### config.mk
export PLATFORM = sky130hd
export DESIGN_NAME = pc_hist
export DESIGN_NICKNAME = d
export VERILOG_FILES = /design/src/rtl/pch_pkg.sv /design/src/rtl/pch_binner.sv /design/src/rtl/pch_sampler.sv /design/src/rtl/pch_bucket_store.sv /design/src/rtl/pc_hist.sv
export SDC_FILE = /design/constraint.sdc
export NUM_CORES = 2
export LEC_CHECK = 0
export CAP_MARGIN = 40
export CORE_UTILIZATION = 50
export CTS_CLUSTER_DIAMETER = 30
export DETAILED_ROUTE_END_ITERATION = 12
export PLACE_DENSITY = 0.66
export SETUP_SLACK_MARGIN = 0.5
export SYNTH_ARGS = -nofsm -noshare
export SYNTH_HDL_FRONTEND = slang
export SYNTH_SLANG_ARGS = --single-unit
### constraint.sdc
create_clock -name clk_i -period 14.9 [get_ports clk_i]
set_clock_uncertainty 0.1 [all_clocks]
set_input_delay 2.235 -clock clk_i [delete_from_list [all_inputs] [get_ports clk_i]]
set_output_delay 2.235 -clock clk_i [all_outputs]
set_load 0.005 [all_outputs]
### src/rtl/pch_pkg.sv
package pch_pkg;
  typedef enum logic [1:0] {
    MODE_OFF   = 2'b00,
    MODE_TIME  = 2'b01,
    MODE_EVENT = 2'b10,
    MODE_IDLE  = 2'b11
  } mode_e;

  typedef enum logic [1:0] {
    ENG_IDLE = 2'b00,
    ENG_READ = 2'b01,
    ENG_WRITE = 2'b10
  } eng_state_e;
endpackage

### src/rtl/pch_binner.sv
module pch_binner #(
  parameter int PC_W  = 32,
  parameter int NB    = 64,
  parameter int IDX_W = 6,
  parameter int SH_W  = 5
) (
  input  logic [PC_W-1:0]  pc_i,
  input  logic [PC_W-1:0]  base_i,
  input  logic [SH_W-1:0]  shift_i,
  output logic [IDX_W-1:0] idx_o
);
  localparam logic [IDX_W-1:0] SPILL = IDX_W'(NB - 1);

  function automatic logic [IDX_W-1:0] bucket_of(
    input logic [PC_W-1:0] pc,
    input logic [PC_W-1:0] base,
    input logic [SH_W-1:0] sh
  );
    logic [PC_W-1:0] blk;
    blk = (pc - base) >> sh;
    if (pc < base)                return SPILL;
    else if (blk >= PC_W'(NB - 1)) return SPILL;
    else                           return blk[IDX_W-1:0];
  endfunction

  assign idx_o = bucket_of(pc_i, base_i, shift_i);
endmodule

### src/rtl/pch_sampler.sv
module pch_sampler
  import pch_pkg::*;
#(
  parameter int PER_W = 16,
  parameter int IDX_W = 6
) (
  input  logic             clk_i,
  input  logic             rst_i,
  input  logic             hold_i,
  input  logic [1:0]       mode_i,
  input  logic             evt_i,
  input  logic [PER_W-1:0] period_i,
  input  logic [IDX_W-1:0] idx_i,
  output logic             sample_vld_o,
  output logic [IDX_W-1:0] sample_idx_o
);
  localparam logic [PER_W-1:0] MIN_PER = PER_W'(2);

  // negative of the effective period; short periods are raised to two
  function automatic logic [PER_W-1:0] reload_of(input logic [PER_W-1:0] p);
    logic [PER_W-1:0] eff;
    eff = (p < MIN_PER) ? MIN_PER : p;
    return PER_W'(0) - eff;
  endfunction

  logic [PER_W-1:0] cnt_q;
  logic             tick;
  logic             wrap;
  logic [PER_W-1:0] reload;

  assign reload = reload_of(period_i);
  assign tick   = !hold_i && ((mode_i == MODE_TIME) ||
                              ((mode_i == MODE_EVENT) && evt_i));
  assign wrap   = tick && (&cnt_q);

  always_ff @(posedge clk_i) begin
    if (rst_i || hold_i) begin
      cnt_q        <= reload;
      sample_vld_o <= 1'b0;
      sample_idx_o <= '0;
    end else begin
      sample_vld_o <= wrap;
      sample_idx_o <= idx_i;
      if (tick) cnt_q <= wrap ? reload : cnt_q + 1'b1;
    end
  end
endmodule

### src/rtl/pch_bucket_store.sv
module pch_bucket_store
  import pch_pkg::*;
#(
  parameter int NB    = 64,
  parameter int IDX_W = 6,
  parameter int BKT_W = 16
) (
  input  logic             clk_i,
  input  logic             rst_i,
  input  logic             clr_i,
  input  logic             req_vld_i,
  input  logic [IDX_W-1:0] req_idx_i,
  input  logic [IDX_W-1:0] rd_idx_i,
  output logic [BKT_W-1:0] rd_data_o,
  output logic             busy_o,
  output logic             clr_last_o,
  output logic             upd_wr_o,
  output logic [BKT_W-1:0] upd_new_o,
  output logic             pend_vld_o
);
  localparam logic [IDX_W-1:0] LAST = IDX_W'(NB - 1);

  function automatic logic [BKT_W-1:0] sat_inc(input logic [BKT_W-1:0] v);
    return (&v) ? v : v + 1'b1;
  endfunction

  logic [BKT_W-1:0] mem_q [NB];
  eng_state_e       state_q;
  logic [IDX_W-1:0] idx_q;
  logic [BKT_W-1:0] old_q;
  logic             pend_q;
  logic [IDX_W-1:0] pend_idx_q;
  logic             busy_q;
  logic [IDX_W-1:0] ptr_q;
  logic             take;
  logic [IDX_W-1:0] take_idx;

  assign rd_data_o  = mem_q[rd_idx_i];
  assign busy_o     = busy_q;
  assign clr_last_o = busy_q && (ptr_q == LAST);
  assign pend_vld_o = pend_q;
  assign upd_wr_o   = (state_q == ENG_WRITE) && !clr_i;
  assign upd_new_o  = sat_inc(old_q);
  // the pending sample is older, so it goes first
  assign take       = pend_q || req_vld_i;
  assign take_idx   = pend_q ? pend_idx_q : req_idx_i;

  always_ff @(posedge clk_i) begin
    if (rst_i) begin
      state_q    <= ENG_IDLE;
      idx_q      <= '0;
      old_q      <= '0;
      pend_q     <= 1'b0;
      pend_idx_q <= '0;
      busy_q     <= 1'b1;
      ptr_q      <= '0;
    end else if (busy_q) begin
      state_q <= ENG_IDLE;
      pend_q  <= 1'b0;
      ptr_q   <= ptr_q + 1'b1;
      if (ptr_q == LAST) busy_q <= 1'b0;
    end else if (clr_i) begin
      state_q <= ENG_IDLE;
      pend_q  <= 1'b0;
      busy_q  <= 1'b1;
      ptr_q   <= '0;
    end else begin
      unique case (state_q)
        ENG_READ: begin
          old_q   <= mem_q[idx_q];
          state_q <= ENG_WRITE;
          if (req_vld_i) begin
            pend_q     <= 1'b1;
            pend_idx_q <= req_idx_i;
          end
        end
        default: begin
          if (take) begin
            idx_q   <= take_idx;
            state_q <= ENG_READ;
            pend_q  <= pend_q && req_vld_i;
            if (pend_q) pend_idx_q <= req_idx_i;
          end else begin
            state_q <= ENG_IDLE;
          end
        end
      endcase
    end
  end

  always_ff @(posedge clk_i) begin
    if (busy_q)        mem_q[ptr_q] <= '0;
    else if (upd_wr_o) mem_q[idx_q] <= upd_new_o;
  end
endmodule

### src/rtl/pc_hist.sv
module pc_hist #(
  parameter int PC_W  = 32,
  parameter int NB    = 64,
  parameter int BKT_W = 16,
  parameter int PER_W = 16,
  parameter int IDX_W = $clog2(NB),
  parameter int SH_W  = $clog2(PC_W)
) (
  input  logic             clk_i,
  input  logic             rst_i,
  input  logic [1:0]       mode_i,
  input  logic [PER_W-1:0] period_i,
  input  logic [PC_W-1:0]  base_i,
  input  logic [SH_W-1:0]  shift_i,
  input  logic [PC_W-1:0]  pc_i,
  input  logic             evt_i,
  input  logic             clr_i,
  output logic             busy_o,
  input  logic [IDX_W-1:0] rd_idx_i,
  output logic [BKT_W-1:0] rd_data_o
);
  logic [IDX_W-1:0] cur_idx;
  logic             sample_vld;
  logic [IDX_W-1:0] sample_idx;
  logic             hold;
  logic             clr_last;
  logic             upd_wr;
  logic [BKT_W-1:0] upd_new;
  logic             upd_new_nz;
  logic             pend_vld;

  assign hold       = clr_i || busy_o;
  assign upd_new_nz = |upd_new;

  pch_binner #(.PC_W(PC_W), .NB(NB), .IDX_W(IDX_W), .SH_W(SH_W)) u_bin (
    .pc_i(pc_i), .base_i(base_i), .shift_i(shift_i), .idx_o(cur_idx)
  );

  pch_sampler #(.PER_W(PER_W), .IDX_W(IDX_W)) u_smp (
    .clk_i(clk_i), .rst_i(rst_i), .hold_i(hold), .mode_i(mode_i),
    .evt_i(evt_i), .period_i(period_i), .idx_i(cur_idx),
    .sample_vld_o(sample_vld), .sample_idx_o(sample_idx)
  );

  pch_bucket_store #(.NB(NB), .IDX_W(IDX_W), .BKT_W(BKT_W)) u_store (
    .clk_i(clk_i), .rst_i(rst_i), .clr_i(clr_i),
    .req_vld_i(sample_vld), .req_idx_i(sample_idx),
    .rd_idx_i(rd_idx_i), .rd_data_o(rd_data_o),
    .busy_o(busy_o), .clr_last_o(clr_last),
    .upd_wr_o(upd_wr), .upd_new_o(upd_new), .pend_vld_o(pend_vld)
  );
endmodule

==> reports/results.ini <==
[cts]
ctsHoldBuffers = 0
cts_sinks = 1085
root_buffer = clkbuf_16
cts_tree = yes
clkTransAtPathRegs_ns = 0.05
numCtsBuffers = 197
post_cts_resized = 0
clk_latency_ns = 0.77
cts_setup_buffers = 0
htreeDepth = 4
clockBufferDepth = 3

[yosys]
ys.warnings.count = 0
yosys.area.top_type = edfxtp_1
synth.distinct_cells = 94
yosys_register_bits = 1085
synth_flop_cell = edfxtp_1
synth_top_area_share_pct = 57.4
async_flop_share_pct = 0
synth.top_cells.by_area = edfxtp_1, mux4_2, dfxtp_1
synthesis.nets = 3115
synth-edff-count = 1040
yosysSeqAreaShare_pct = 59.1
syn_inst = 2980
synth.cell_area_um2 = 54400
avgSynthCellArea_um2 = 18.3

[critical_path]
crit_top_cell = mux4_2
critPathKind = in -> out
critPathMaxFanout = 85
cp_cell_sequence = buf_8 -> buf_4 -> buf_4 -> mux4_2 -> mux4_2 -> mux4_2 -> clkdlybuf4s50_1
slowest_stage = buf_4
cp-end-kind = output pin
cp_top_family = buffers and inverters
crit_buf_inv = 4
arrival_ns = 6.53
crit_start = rd_idx_i[1]
crit_path_start_kind = input pin
slowest_delay_ns = 0.74
r2r-start = u_store.idx_q[0]
required_ns = 12.57

[drt]
vias = 33500
drt-initial-drc-count = 4438
wirelength_mm = 164
vias_per_cell = 7.02
firstDrtPassIters = 5
drc = 0
wl_per_cell_um = 34.3
ant_nets = 0

[sta]
drv_slew = 0
maxSlewHeadroom_pct = 33.1
setup_tns_ns = 0
fin_crit_sh_pct = 59.5
setup_viol_count_final = 0
fmax_mhz = 113
worst_pin_slew_ns = 1.00
finalHoldViolCount = 0
rsz0062_at_grt = false
period_minus_slack_ns = 8.86

[grt]
grt_pass1_vias = 33800
grt_pass1_wl_mm = 237
use_met2_pct = 47.3
grt.overflow.total = 0
grt_use_met1_pct = 40.7
grtUsageTotal_pct = 30.2
grt_antenna_before_repair = 11
use_met3_pct = 7.73
top_usage_layer = met2
grt_max_degree = 105

[floorplanning]
die_h_um = 332
ios = 114
start_util_pct = 50.6
die_w_um = 332
core_um2 = 108000
std_cell_rows = 120
die-area_um2 = 110000

[placed_design]
dpl.hpwl_mm = 104
place_congestion = 0.876
dp.cells = 4411
portBuffers = 113

[final_layout]
nets = 3342
fillers = 7401
drive_gt1_share_pct = 38.3
multi_input_area_um2 = 21800
finalNonFillerCells = 4781
synthToLayoutAreaGrowth_pct = 21.2
seqCellArea_um2 = 32100

[min_path]
hp-class = reg -> reg
hp-start = u_smp.sample_idx_o[1]

[pwr]
p_leak_uw = 0.0211
powerDensity_nw_per_um2 = 127
total_power_uw = 8390
peakVddDrop_mv = 0.116

[run]
cap_violations = 0

[outcome]
outcome = finished clean

[metrics by stage]
step           util (%)  cell area [um2]  setup WS (ns)  hold WS, ns
2_1_floorplan         -            54400           7.71        0.355
3_3_place_gp       53.4            57400           6.14        0.374
3_5_place_dp       55.0            59200           6.05        0.382
4_1_cts            61.3            65900           6.08        0.396
5_1_grt            61.3            65900           5.99        0.412
6_report           61.3            65900           6.04        0.390
[synthesized netlist by cell type, drive strengths merged, types with 6 or more instances]
| library cell | instances |
|---|---|
| or3 | 10 |
| o21a | 10 |
| nand3 | 37 |
| nor3 | 32 |
| nand4 | 20 |
| buf | 79 |
| nand2 | 155 |
| a22oi | 6 |
| mux4 | 678 |
| nand3b | 12 |
| or2 | 6 |
| mux2 | 10 |
| edfxtp | 1040 |
| nor2 | 172 |
| nand2b | 14 |
| nor2b | 7 |
| clkbuf | 135 |
| inv | 45 |
| o31ai | 7 |
| and2 | 7 |
| o21ai | 76 |
| dfxtp | 45 |
| and3 | 8 |
| a211oi | 18 |
| a31oi | 12 |
| nor4 | 19 |
| ha | 37 |
| xor2 | 26 |
| o211ai | 14 |
| a21o | 13 |
| o22ai | 10 |
| mux2i | 32 |
| xnor2 | 26 |
| a21oi | 96 |
[sequential cells by signal, summed over array words and instances (netlist names)]
register and flops:
u_smp.cnt_q 16, u_smp.sample_idx_o 6, u_smp.sample_vld_o 1, u_store.busy_o 1, u_store.idx_q 6, u_store.mem_q 1024, u_store.old_q 16, u_store.pend_idx_q 6
u_store.pend_vld_o 1, u_store.ptr_q 6, u_store.state_q 2
[tightest hold or removal path: cells and delay by family (launching register included)]
family / cells / cell delay [ns]
muxes: 1 / 0.07
DFF: 1 / 0.32
and+or+nand+nor: 1 / 0.07
[logic make-up (layout without fill, tap and decap cells)]
| kind of cell | count (synthesis) | count (layout) | synth area share, % |
|---|---|---|---|
| buf+inv | 260 | 656 | 1.91 |
| other cells | 0 | 2 | 0 |
| compound gates | 316 | 316 | 4.02 |
| mux | 720 | 720 | 28.9 |
| simple gates | 509 | 509 | 4.41 |
| xor+xnor | 52 | 52 | 0.837 |
| fa+ha+maj | 38 | 38 | 0.888 |
| flops | 1085 | 1085 | 59.1 |
[worst paths after layout]
kind	endpoint	slack [ns]	cells after the start
worst min-delay path	u_store.pend_idx_q[1]	0.39	2
worst min register to register	u_store.pend_idx_q[1]	0.39	2
worst max-delay path	rd_data_o[12]	6.04	7
worst max register to register	u_store.old_q[10]	10.75	7
[layout make-up]
cell class                      count  area share, %
Clock inverter                    147           2.40
Sequential cell                  1085           48.8
Tap cell                         1403           2.66
Multi-Input combinational cell   1635           33.0
Clock buffer                      221           7.82
Inverter                           46          0.262
Timing Repair Buffer              242           5.05
Antenna cell                        2        0.00759
[power by group]
part	switching (uW)	internal (uW)
clock network	1600	2880
registers	12.6	3320
logic	321	255
total	1940	6460
[layer usage]
metal | wire, um | up-vias
met5 | 87 | -
met4 | 6360 | 8
met3 | 18800 | 366
met2 | 78600 | 2277
met1 | 60400 | 17600
li1 | - | 13300
[cell usage in the layout, fill, tap and decap left out, types with 23 or more instances in the layout]
cell type	instances
clkinv_2	27
clkbuf_16	202
xnor2_1	26
nor3_1	27
nor2_1	97
nand3_1	37
clkinvlp_4	23
ha_1	37
mux4_2	678
xor2_1	26
mux2i_1	32
dfxtp_1	41
nor2_4	57
buf_16	49
clkdlybuf4s50_1	107
buf_4	59
a21oi_1	85
edfxtp_1	1040
o21ai_0	58
inv_1	44
clkinv_4	25
inv_6	28
nand2_1	155
Power figures use the tool's default switching activity.
